$ cat src/rtl/phy_mgmt_pkg.sv
package phy_mgmt_pkg;

  localparam int PHY_DW     = 16;
  localparam int FIELD_W    = 5;
  localparam int IDX_CTRL   = 0;
  localparam int IDX_STAT   = 1;
  localparam int IDX_ID_HI  = 2;
  localparam int IDX_ID_LO  = 3;
  localparam int IDX_ADV    = 4;
  localparam int IDX_PART   = 5;
  localparam logic [PHY_DW-1:0] PART_UP_SET   = 16'h01E1;
  localparam logic [PHY_DW-1:0] PART_DOWN_KEEP = 16'h01FF;
  localparam logic [PHY_DW-1:0] STAT_BASE     = 16'h7848;

  localparam logic [2:0] SEL_ADDR = 3'd0;
  localparam logic [2:0] SEL_CMD  = 3'd1;
  localparam logic [2:0] SEL_TXD  = 3'd2;
  localparam logic [2:0] SEL_RXD  = 3'd3;
  localparam logic [2:0] SEL_STAT = 3'd4;

  typedef struct packed {
    logic setAddr;
    logic setCmd;
    logic setTx;
    logic phyWr;
    logic wrFromBus;
    logic phyRd;
    logic rdLocal;
  } strobes_t;

  function automatic logic [PHY_DW-1:0] resetWord(input int idx);
    case (idx)
      IDX_CTRL:  return 16'h1000;
      IDX_STAT:  return STAT_BASE;
      IDX_ID_HI: return 16'h2000;
      IDX_ID_LO: return 16'h5C90;
      IDX_ADV:   return 16'h01E1;
      default:   return '0;
    endcase
  endfunction

  function automatic logic isReadOnly(input int idx);
    return (idx == IDX_STAT) || (idx == IDX_ID_HI) || (idx == IDX_ID_LO);
  endfunction

endpackage

$ cat src/rtl/phy_mgmt_ctrl.sv
module phy_mgmt_ctrl
  import phy_mgmt_pkg::*;
#(
  parameter int PHY_ADDR = 1
) (
  input  logic               hostWrEn,
  input  logic [2:0]         hostSel,
  input  logic [2:0]         cmdBits,
  input  logic [FIELD_W-1:0] curPhyAddr,
  output strobes_t           strb
);

  logic isLocal;
  logic cmdWr;

  always_comb begin
    isLocal        = (curPhyAddr == FIELD_W'(PHY_ADDR));
    cmdWr          = hostWrEn && (hostSel == SEL_CMD);
    strb.setAddr   = hostWrEn && (hostSel == SEL_ADDR);
    strb.setCmd    = cmdWr;
    strb.setTx     = hostWrEn && (hostSel == SEL_TXD);
    strb.wrFromBus = strb.setTx;
    strb.phyWr     = isLocal && (strb.setTx || (cmdWr && cmdBits[2]));
    strb.phyRd     = cmdWr && cmdBits[1];
    strb.rdLocal   = isLocal;
  end

endmodule

$ cat src/rtl/phy_mgmt_dp.sv
module phy_mgmt_dp
  import phy_mgmt_pkg::*;
#(
  parameter int REG_COUNT = 16,
  parameter int HOST_W    = 32
) (
  input  logic               clk,
  input  logic               rst,
  input  strobes_t           strb,
  input  logic [2:0]         hostSel,
  input  logic [HOST_W-1:0]  hostWrData,
  input  logic               linkUp,
  output logic [HOST_W-1:0]  hostRdData,
  output logic [FIELD_W-1:0] phyAddrQ,
  output logic [PHY_DW-1:0]  rxQ,
  output logic               linkFailQ,
  output logic               scanQ,
  output logic               linkSeenQ
);

  localparam int IDX_W = (REG_COUNT > 1) ? $clog2(REG_COUNT) : 1;

  logic [FIELD_W-1:0] regAddrQ;
  logic [PHY_DW-1:0]  txQ;
  logic [PHY_DW-1:0]  fileQ  [REG_COUNT];
  logic [PHY_DW-1:0]  fileNxt[REG_COUNT];
  logic [PHY_DW-1:0]  wrWord;
  logic               softRst;
  logic               inRange;
  logic               linkChg;

  always_comb begin
    wrWord  = strb.wrFromBus ? hostWrData[PHY_DW-1:0] : txQ;
    inRange = ({1'b0, regAddrQ} < (FIELD_W+1)'(REG_COUNT));
    softRst = strb.phyWr && (regAddrQ == FIELD_W'(IDX_CTRL)) && wrWord[15];
    linkChg = (linkUp != linkSeenQ);
  end

  for (genvar i = 0; i < REG_COUNT; i++) begin : g_reg
    if (i == IDX_STAT) begin : g_stat
      always_comb fileNxt[i] = STAT_BASE | {13'd0, linkUp, 2'b00};
    end else if (isReadOnly(i)) begin : g_const
      always_comb fileNxt[i] = resetWord(i);
    end else if (i == IDX_PART) begin : g_part
      logic [PHY_DW-1:0] base;
      always_comb begin
        base = fileQ[i];
        if (strb.phyWr && inRange && regAddrQ == FIELD_W'(i)) base = wrWord;
        if (softRst)
          fileNxt[i] = linkUp ? PART_UP_SET : '0;
        else if (linkChg)
          fileNxt[i] = linkUp ? (base | PART_UP_SET) : (base & PART_DOWN_KEEP);
        else
          fileNxt[i] = base;
      end
    end else begin : g_rw
      always_comb begin
        if (softRst)
          fileNxt[i] = resetWord(i);
        else if (strb.phyWr && inRange && regAddrQ == FIELD_W'(i))
          fileNxt[i] = wrWord;
        else
          fileNxt[i] = fileQ[i];
      end
    end

    always_ff @(posedge clk) begin
      if (rst) begin
        if (i == IDX_STAT)      fileQ[i] <= STAT_BASE | {13'd0, linkUp, 2'b00};
        else if (i == IDX_PART) fileQ[i] <= linkUp ? PART_UP_SET : '0;
        else                    fileQ[i] <= resetWord(i);
      end else begin
        fileQ[i] <= fileNxt[i];
      end
    end
  end

  always_ff @(posedge clk) begin
    if (rst) begin
      phyAddrQ  <= '0;
      regAddrQ  <= '0;
      txQ       <= '0;
      rxQ       <= '0;
      linkFailQ <= 1'b0;
      scanQ     <= 1'b0;
      linkSeenQ <= linkUp;
    end else begin
      linkSeenQ <= linkUp;
      if (strb.setAddr) begin
        regAddrQ <= hostWrData[8 +: FIELD_W];
        phyAddrQ <= hostWrData[0 +: FIELD_W];
      end
      if (strb.setCmd) scanQ <= hostWrData[0];
      if (strb.setTx)  txQ   <= hostWrData[PHY_DW-1:0];
      if (strb.phyRd) begin
        if (!strb.rdLocal)  rxQ <= '1;
        else if (inRange)   rxQ <= fileNxt[regAddrQ[IDX_W-1:0]];
        else                rxQ <= '0;
      end
      if (strb.phyRd || scanQ) linkFailQ <= ~linkUp;
    end
  end

  always_comb begin
    hostRdData = '0;
    case (hostSel)
      SEL_ADDR: begin
        hostRdData[8 +: FIELD_W] = regAddrQ;
        hostRdData[0 +: FIELD_W] = phyAddrQ;
      end
      SEL_CMD:  hostRdData[0] = scanQ;
      SEL_TXD:  hostRdData[PHY_DW-1:0] = txQ;
      SEL_RXD:  hostRdData[PHY_DW-1:0] = rxQ;
      SEL_STAT: hostRdData[0] = linkFailQ;
      default:  hostRdData = '0;
    endcase
  end

endmodule

$ cat src/rtl/phy_mgmt_unit.sv
module phy_mgmt_unit
  import phy_mgmt_pkg::*;
#(
  parameter int PHY_ADDR  = 1,
  parameter int REG_COUNT = 16,
  parameter int HOST_W    = 32
) (
  input  logic              clk,
  input  logic              rst,
  input  logic              hostWrEn,
  input  logic [2:0]        hostSel,
  input  logic [HOST_W-1:0] hostWrData,
  output logic [HOST_W-1:0] hostRdData,
  input  logic              linkUp
);

  strobes_t           strb;
  logic [FIELD_W-1:0] phyAddr;
  logic [PHY_DW-1:0]  rxData;
  logic               linkFail;
  logic               scanOn;
  logic               linkSeen;

  phy_mgmt_ctrl #(.PHY_ADDR(PHY_ADDR)) u_ctrl (
    .hostWrEn   (hostWrEn),
    .hostSel    (hostSel),
    .cmdBits    (hostWrData[2:0]),
    .curPhyAddr (phyAddr),
    .strb       (strb)
  );

  phy_mgmt_dp #(.REG_COUNT(REG_COUNT), .HOST_W(HOST_W)) u_dp (
    .clk        (clk),
    .rst        (rst),
    .strb       (strb),
    .hostSel    (hostSel),
    .hostWrData (hostWrData),
    .linkUp     (linkUp),
    .hostRdData (hostRdData),
    .phyAddrQ   (phyAddr),
    .rxQ        (rxData),
    .linkFailQ  (linkFail),
    .scanQ      (scanOn),
    .linkSeenQ  (linkSeen)
  );

endmodule

$ cat config.mk
export PLATFORM = sky130hd
export DESIGN_NAME = phy_mgmt_unit
export DESIGN_NICKNAME = d
export VERILOG_FILES = /design/src/rtl/phy_mgmt_pkg.sv /design/src/rtl/phy_mgmt_ctrl.sv /design/src/rtl/phy_mgmt_dp.sv /design/src/rtl/phy_mgmt_unit.sv
export SDC_FILE = /design/constraint.sdc
export NUM_CORES = 1
export LEC_CHECK = 0
export BUFFER_PORTS_ARGS = -buffer_cell sky130_fd_sc_hd__buf_2
export CORE_AREA = 2 2 164 166
export DETAILED_ROUTE_END_ITERATION = 16
export DIE_AREA = 0 0 166 168
export HOLD_SLACK_MARGIN = 0.06
export PLACE_DENSITY_LB_ADDON = 0.2
export SYNTH_ARGS = -nofsm -noshare
export SYNTH_HDL_FRONTEND = slang
export SYNTH_HIERARCHICAL = 1
export SYNTH_SLANG_ARGS = --single-unit
$ cat constraint.sdc
create_clock -name clk -period 3.8 [get_ports clk]
set_input_delay 0.76 -clock clk [delete_from_list [all_inputs] [get_ports clk]]
set_output_delay 0.76 -clock clk [all_outputs]
set_load 0.01 [all_outputs]
==> results of run 1 <==
## per-stage QoR
step | total power, W | utilization, % | cell area (sq um)
final | 0.005826 | 56.48 | 14880
after global routing | 0.005974 | 56.48 | 14880
after CTS | 0.005834 | 56.48 | 14880
after detailed placement | 0.003107 | 52.94 | 13950
after global placement | 0.003106 | 52.94 | 13950
after floorplan | 0.002960 | - | 12880
## kinds of logic after synthesis
group / after synthesis / synth area share [%]
buf+inv: 193 / 6.712
flops: 253 / 39.49
other cells: 1 / 0.02924
compound gates: 520 / 27.47
mux: 98 / 8.282
simple gates: 512 / 18.02
## cells in the final DEF (no fill, tap or decap), types with 5 or more instances in the layout
cell	instances
nor2_1	305
dfxtp_1	251
a211oi_1	166
o21ai_0	134
buf_4	117
mux2i_1	68
nand2_1	61
a21oi_1	51
buf_2	38
o211ai_1	30
clkbuf_16	29
nand3_1	29
a22oi_1	26
mux2_2	25
o31ai_1	18
a31oi_1	16
conb_1	16
buf_12	16
and2_1	12
nor3_1	12
nand4_1	10
nor2_2	10
clkbuf_1	9
nand2b_1	9
nand3b_1	9
a2111oi_0	8
nor2b_1	8
or3b_2	7
o2111ai_1	7
clkinv_2	6
clkbuf_8	6
nor3b_1	6
a211o_1	6
o221ai_1	6
o22ai_1	6
inv_1	5
o41ai_1	5
## registers in the layout (all words and copies together) (netlist names)
name            flops
u_dp/txQ           16
u_dp/fileQ        209
u_dp/scanQ          1
u_dp/linkFailQ      1
u_dp/phyAddrQ       5
u_dp/regAddrQ       5
u_dp/rxQ           16
## critical path, delay by kind of cell (launching register included)
kind            cells  cell delay [ps]
simple gates        3             1530
buf+inv             2              480
flops               1              350
compound gates      5              910
## cell type report
cell class,instances,area (sq um),area share (%)
Sequential cell,253,5067,34.05
Clock buffer,44,842.1,5.658
Inverter,6,22.52,0.1513
Clock inverter,8,90.09,0.6053
Multi-Input combinational cell,1146,7046,47.34
Timing Repair Buffer,171,1389,9.332
Tap cell,341,426.7,2.867
## synthesized netlist by cell type, types with 6 or more instances
cell type,instances,area share (%)
a2111oi_0,8,0.55
a211o_1,6,0.41
a211oi_1,166,9.7
a21oi_1,51,2.0
a22oi_1,26,1.5
a31oi_1,16,0.78
and2_1,12,0.59
buf_1,7,0.20
buf_2,43,1.7
buf_4,20,1.2
clkbuf_1,116,3.4
dfxtp_1,253,39
mux2_2,25,2.2
mux2i_1,69,5.4
nand2_1,61,1.8
nand2b_1,10,0.49
nand3_1,29,1.1
nand3b_1,9,0.53
nand4_1,10,0.49
nor2_1,314,9.2
nor2b_1,11,0.54
nor3_1,14,0.55
nor3b_1,7,0.41
o2111ai_1,7,0.48
o211ai_1,30,1.8
o21ai_0,134,5.2
o221ai_1,6,0.41
o22ai_1,6,0.29
o31ai_1,18,1.1
or3b_2,7,0.48
## worst max-delay path by stage
stage / startpoint / slack [ps] / cells after the start / end
4_1_cts: u_dp/phyAddrQ[4] / 530 / 10 / u_dp/rxQ[3]
2_1_floorplan: hostSel[0] / 670 / 9 / u_dp/rxQ[14]
3_3_place_gp: hostSel[1] / 220 / 11 / u_dp/rxQ[4]
3_5_place_dp: hostSel[1] / 200 / 11 / u_dp/rxQ[3]
6_report: u_dp/phyAddrQ[0] / 420 / 10 / u_dp/rxQ[3]
5_1_grt: u_dp/phyAddrQ[0] / 260 / 11 / u_dp/rxQ[3]
## power by group through the flow
stage	Sequential (W)	Combinational [W]	Clock [W]
2_1_floorplan	0.00274	0.000222	0
3_5_place_dp	0.00275	0.000353	0
6_report	0.00270	0.000366	0.00276
5_1_grt	0.00270	0.000386	0.00289
4_1_cts	0.00270	0.000355	0.00278
3_3_place_gp	0.00275	0.000352	0
## metal layers
layer | routed length [um] | part of all wire, % | vias up
met1 | 19990 | 42 | 5867
li1 | - | - | 5801
met3 | 5498 | 12 | 147
met4 | 2426 | 5.1 | 2
met2 | 19830 | 42 | 694
met5 | 9 | 0.019 | -
==> results by group, run 1 <==
Run status
  – Status: finished clean

Drt
  – Mean number of vias per cell: ~6.4
  – Post-DRT Antenna Nets: 0
  – DRC: 0
  – Total number of vias: roughly 13k
  – WL final: about 48 mm
  – DR WL/cell: 24.25 um
  – Iteration-0 DRC count of the detailed router: ~1.7k
  – DRT Pass-1 Iters: 5

Power
  – P_leak: 4.978 nW
  – Sequential Power Share: about 46%
  – Peak VDD IR: approximately 0.35 mV
  – Clock power frac: around 47%
  – Internal cell power: 0.004437 W
  – Combinational fraction of design power: approximately 6.3%
  – Power density cells: between 300 and 400 nW/um^2
  – Switching pwr: roughly 0.0014 W
  – Switching Share: approximately a quarter

Clock tree
  – Post-CTS Setup Bufs: 0
  – Cts hold-fix bufs: 0
  – Clk_lat worst skew: 550 ps
  – Root buffer cell: clkbuf_16
  – CTS tree: done
  – Max clock buf depth: 3
  – Clk slew on worst S/H paths: roughly 60 ps
  – H-tree lvl count: 1
  – Total CTS buffers: 28
  – CTS sink cnt: 253
  – Post_cts resized: 0

Worst setup path
  – Critical R2R Launch: u_dp/phyAddrQ[0]
  – Arrival @ worst endpoint: ~3800 ps
  – Crit Path Max Fanout: 9
  – R2r endpoint: u_dp/rxQ[3]
  – Worst path slowest cell: or4b_1
  – Worst Setup End Kind: register
  – Crit path largest cell delay: approximately 600 ps
  – R2R Setup Slk: 420 ps
  – Cell Chain, Critical Path: or3b_4, a2111oi_4, or4b_1, nor3_2, buf_4, buf_4, o31ai_1, o21ai_0, a32o_1, o31ai_1
  – CP startpoint kind: register
  – Worst r2r path cells: 10
  – Worst EP required: 4240 ps
  – Kind of critical path: reg -> reg

Yosys
  – Mean Syn Cell Area: just over 8 sq um
  – Post-Syn Instances: 1577
  – Post-synth EDFFs: 0
  – Async SR Flop Fraction: 0%
  – Area of the mapped netlist: approximately 13000 sq um
  – Synth Flop Type: dfxtp_1
  – Yosys reg bits: 253
  – Seq/Total Area, Yosys: about two fifths
  – Yosys cell types: 76
  – Yosys warns: 6

Hold path
  – Worst min path class: reg -> reg
  – Endpoint, Worst Hold: u_dp/fileQ[0][12]
  – Hold Crit Depth: 2
  – Hold_sp: u_dp/fileQ[0][12]

Floorplanning
  – Number of I/O pins: 71
  – Die area: around 28000 sq um
  – Starting Density: approximately half
  – DIE WIDTH: between 150 and 200 um
  – FP Rows: 60
  – Chip height: ~170 um
  – Core area: ~26000 sq um

STA
  – Setup TNS: 0 ps
  – Setup WS post-layout: between 400 and 500 ps
  – Crit path time final: about 3400 ps
  – Final period utilization: between 80 and 90%
  – Slew @ Worst Pin: ~1000 ps
  – Slew headroom: between 30 and 40%
  – Worst hold margin: 472.7 ps
  – RSZ-0062 raised after global routing: false
  – Max Slew Vio Count: 0
  – Clock Skew: about 11 ps
  – Final setup viols: 0
  – F_max: ~300 MHz
  – Final Hold Violating Endpoints: 0

Finish
  – Nets: approximately 1.6k
  – N_diodes: 0
  – Post-Layout Cell Count: 1969
  – # fillers: 2438
  – Area growth syn-to-layout: 16.04%
  – Layout cell share with drive strength beyond 1: about 17%

Placed design
  – Worst slack, placed: 198.7 ps
  – DP HPWL: 32.84 mm
  – Placed cells: between 1.5k and 2k
  – IO Port Bufs: 38
  – Routability congestion estimate from global placement: around 0.96

GRT
  – GRT met3 Usage: just under 9%
  – Initial antenna violation count: 3
  – Met1 usage: between 40% and 50%
  – Largest net degree at the start of global routing: 65
  – GRT Residual Overflow: 0
  – All-layer global routing usage: between 30% and 40%
  – GR Layer Usage met2: about half
  – First-pass GRT wire length: between 70 and 80 mm
  – Most Used Layer, Global Route: met2
  – Vias in the first global route: around 12k

Job
  – Max-Cap Viols: 0
(Power assumes the default switching activity.)
==> run 2, diff against run 1 <==
==> constraint.sdc (replaced) <==
create_clock -name clk -period 3.4 [get_ports clk]
set_input_delay 0.68 -clock clk [delete_from_list [all_inputs] [get_ports clk]]
set_output_delay 0.68 -clock clk [all_outputs]
set_load 0.01 [all_outputs]
==> run 2 against run 1 <==
Compared with the run above: combinational power is 12% higher; routed wire length is 1.5% lower; largest cell class unchanged; worst hold slack worse by 110 ps; core utilization is 0.076 points lower; critical endpoint is now u_dp/rxQ[15]; register-to-register slack worse by 290 ps.
==> results by group, run 2 (synthesis results as in run 1) <==
STA
  – Slew @ Worst Pin: 1087 ps (+81.13 ps)
  – Max Slew Vio Count: 0 (unchanged)
  – Final Hold Violating Endpoints: 0 (unchanged)
  – F_max: 305.4 MHz (+3.2%)
  – Final period utilization: 96.30% (+7.3 points)
  – Slew headroom: 27.28% (-5.6 points)
  – Clock Skew: 17.33 ps (+6.178 ps)
  – Final setup viols: 0 (unchanged)
  – RSZ-0062 raised after global routing: false
  – Setup TNS: 0 ps (unchanged)
  – Crit path time final: 3274 ps (-105.9 ps)

Worst setup path
  – CP delay by family, top: compound AO/OA/AOI/OAI gates
  – Most used cell, CP: buf_4
  – R2r endpoint: u_dp/rxQ[15]
  – Worst Setup End Kind: register
  – Cell Chain, Critical Path: or3b_4, a2111oi_4, buf_4, nand4b_1, buf_12, nor2_2, buf_4, nor2_1, a211oi_1, o21ai_0, o41ai_1
  – Worst r2r path cells: 11 (+1)
  – Arrival @ worst endpoint: 3720 ps (-100 ps)
  – Worst path slowest cell: or3b_4
  – Crit Path Max Fanout: 22 (+13)
  – Critical R2R Launch: u_dp/phyAddrQ[0]
  – Worst EP required: 3850 ps (-390 ps)
  – CP bufs+invs: 3 (+1)
  – Crit path largest cell delay: 410 ps (-190 ps)
  – Kind of critical path: reg -> reg
  – R2R Setup Slk: 130 ps (-290 ps)
  – CP startpoint kind: register

Placed design
  – Routability congestion estimate from global placement: 0.9595 (about the same)
  – IO Port Bufs: 38 (unchanged)
  – DP HPWL: 32.16 mm (-2.1%)

Power
  – Clock power frac: 47.1% (-0.3 points)
  – Combinational fraction of design power: 6.3% (about the same)
  – Switching pwr: 0.001556 W (+12%)
  – P_leak: 4.977 nW (about the same)
  – Peak VDD IR: 0.4951 mV (+40%)
  – Switching Share: 24.08% (+0.25 points)
  – Internal cell power: 0.004906 W (+11%)
  – Power density cells: 434.8 nW/um^2 (+11%)
  – Sequential Power Share: 46.6% (+0.3 points)

Drt
  – DRC: 0 (unchanged)
  – Mean number of vias per cell: 6.409 (+0.87%)
  – Iteration-0 DRC count of the detailed router: 1454 (-14%)
  – Total number of vias: 12.60k (+0.72%)
  – DRT Pass-1 Iters: 5 (unchanged)
  – Post-DRT Antenna Nets: 0 (unchanged)
  – WL final: 47.03 mm (-1.5%)
  – DR WL/cell: 23.92 um (-1.4%)

Clock tree
  – Post-CTS Setup Bufs: 0 (unchanged)
  – Clk slew on worst S/H paths: 60 ps (about the same)
  – Cts hold-fix bufs: 0 (unchanged)
  – Max clock buf depth: 3 (unchanged)
  – Root buffer cell: clkbuf_16
  – Clk_lat worst skew: 560 ps (about the same)
  – Total CTS buffers: 28 (unchanged)
  – CTS sink cnt: 253 (unchanged)
  – H-tree lvl count: 1 (unchanged)
  – CTS tree: done
  – Post_cts resized: 0 (unchanged)

Finish
  – Max reg flops: 209 (unchanged)
  – Layout cell share with drive strength beyond 1: 17.42% (+0.032 points)
  – Post-Route Utilization: 56.41% (-0.076 points)
  – Biggest register: u_dp/fileQ
  – Commonest non-fill, non-tap cell in the layout: nor2_1
  – Most used cells in the layout excluding fill and tap cells: 305 x nor2_1, 251 x dfxtp_1, 166 x a211oi_1
  – Area growth syn-to-layout: 15.88%
  – Biggest regs: u_dp/fileQ: 209 flops, u_dp/rxQ: 16 flops, u_dp/txQ: 16 flops
  – N_diodes: 0 (unchanged)
  – Nets: 1646 (+0.061%)

Floorplanning
  – Number of I/O pins: 71 (unchanged)
  – Chip height: 168 um (unchanged)
  – FP Rows: 60 (unchanged)
  – Core area: 26350 sq um (unchanged)
  – Die area: 27890 sq um (unchanged)
  – DIE WIDTH: 166 um (unchanged)
  – Starting Density: 48.68% (unchanged)

GRT
  – All-layer global routing usage: 33.13% (-0.43 points)
  – Vias in the first global route: 11.77k (+0.80%)
  – First-pass GRT wire length: 72.36 mm (-0.76%)
  – GRT Residual Overflow: 0 (unchanged)
  – Largest net degree at the start of global routing: 76 (+17%)
  – Initial antenna violation count: 0 (-3)

Run status
  – Status: finished clean

Job
  – Max-Cap Viols: 0 (unchanged)

Hold path
  – Endpoint, Worst Hold: u_dp/fileQ[0][18]
  – Hold_sp: linkUp
  – Hold Crit Depth: 1 (-1)
  – Worst min path class: in -> reg
==> run 2: cell count changes in the layout (fill, tap and decap cells not counted), sizes merged <==
cell / change
clkbuf: -5
clkinvlp: +1
buf: +1
==> run 2: cell type report <==
type	count	area, sq um
Clock buffer	39	803.3
Clock inverter	9	101.3
Fill cell	2418	11490
Inverter	6	22.52
Multi-Input combinational cell	1146	7046
Sequential cell	253	5067
Tap cell	341	426.7
Timing Repair Buffer	172	1396
==> run 2: routing by layer <==
layer | track usage [%] | routed length [um] | share of wire [%]
met1 | 45.47 | 19820 | 42
met2 | 50.21 | 20170 | 43
met3 | 6.817 | 4713 | 10
met4 | 15.24 | 2331 | 5.0
met5 | 0 | 0 | 0
==> run 2: power groups by stage <==
stage	registers, W	logic (W)	clock network, W
2_1_floorplan	0.00306	0.000248	0
3_3_place_gp	0.00308	0.000393	0
3_5_place_dp	0.00308	0.000395	0
4_1_cts	0.00301	0.000397	0.00307
5_1_grt	0.00301	0.000430	0.00319
6_report	0.00301	0.000410	0.00304
==> run 2: worst max-delay path by stage <==
| stage | end | cells after the start | slack (ps) | from |
|---|---|---|---|---|
| floorplan | u_dp/rxQ[14] | 9 | 350 | hostSel[0] |
| detailed placement | u_dp/rxQ[15] | 12 | -30 | hostSel[0] |
| global placement | u_dp/rxQ[15] | 12 | 20 | hostSel[0] |
| finish | u_dp/rxQ[15] | 11 | 130 | u_dp/phyAddrQ[0] |
| CTS | u_dp/rxQ[15] | 11 | 190 | u_dp/phyAddrQ[0] |
| global route | u_dp/rxQ[4] | 10 | 40 | u_dp/phyAddrQ[0] |
==> run 2: worst reg2reg max path: stages (launching register included) <==
cell and delay, ps:
dfxtp_1 370, or3b_4 410, a2111oi_4 350, buf_4 340, nand4b_1 210, buf_12 210, nor2_2 160, buf_4 270
nor2_1 100, a211oi_1 290, o21ai_0 120, o41ai_1 310
==> run 2: stage by stage <==
step	power (W)	cell area [sq um]	hold slack, ps	std cells	setup WS, ps
final	0.006463	14860	366.9	1966	125.8
after CTS	0.006472	14860	357.6	1966	186.4
after detailed placement	0.003471	13960	455.6	1918	-25.71
after global routing	0.006635	14860	356.6	1966	35.54
after global placement	0.003469	13960	446.5	1918	23.63
after floorplan	0.003309	12880	431.9	1592	351.2
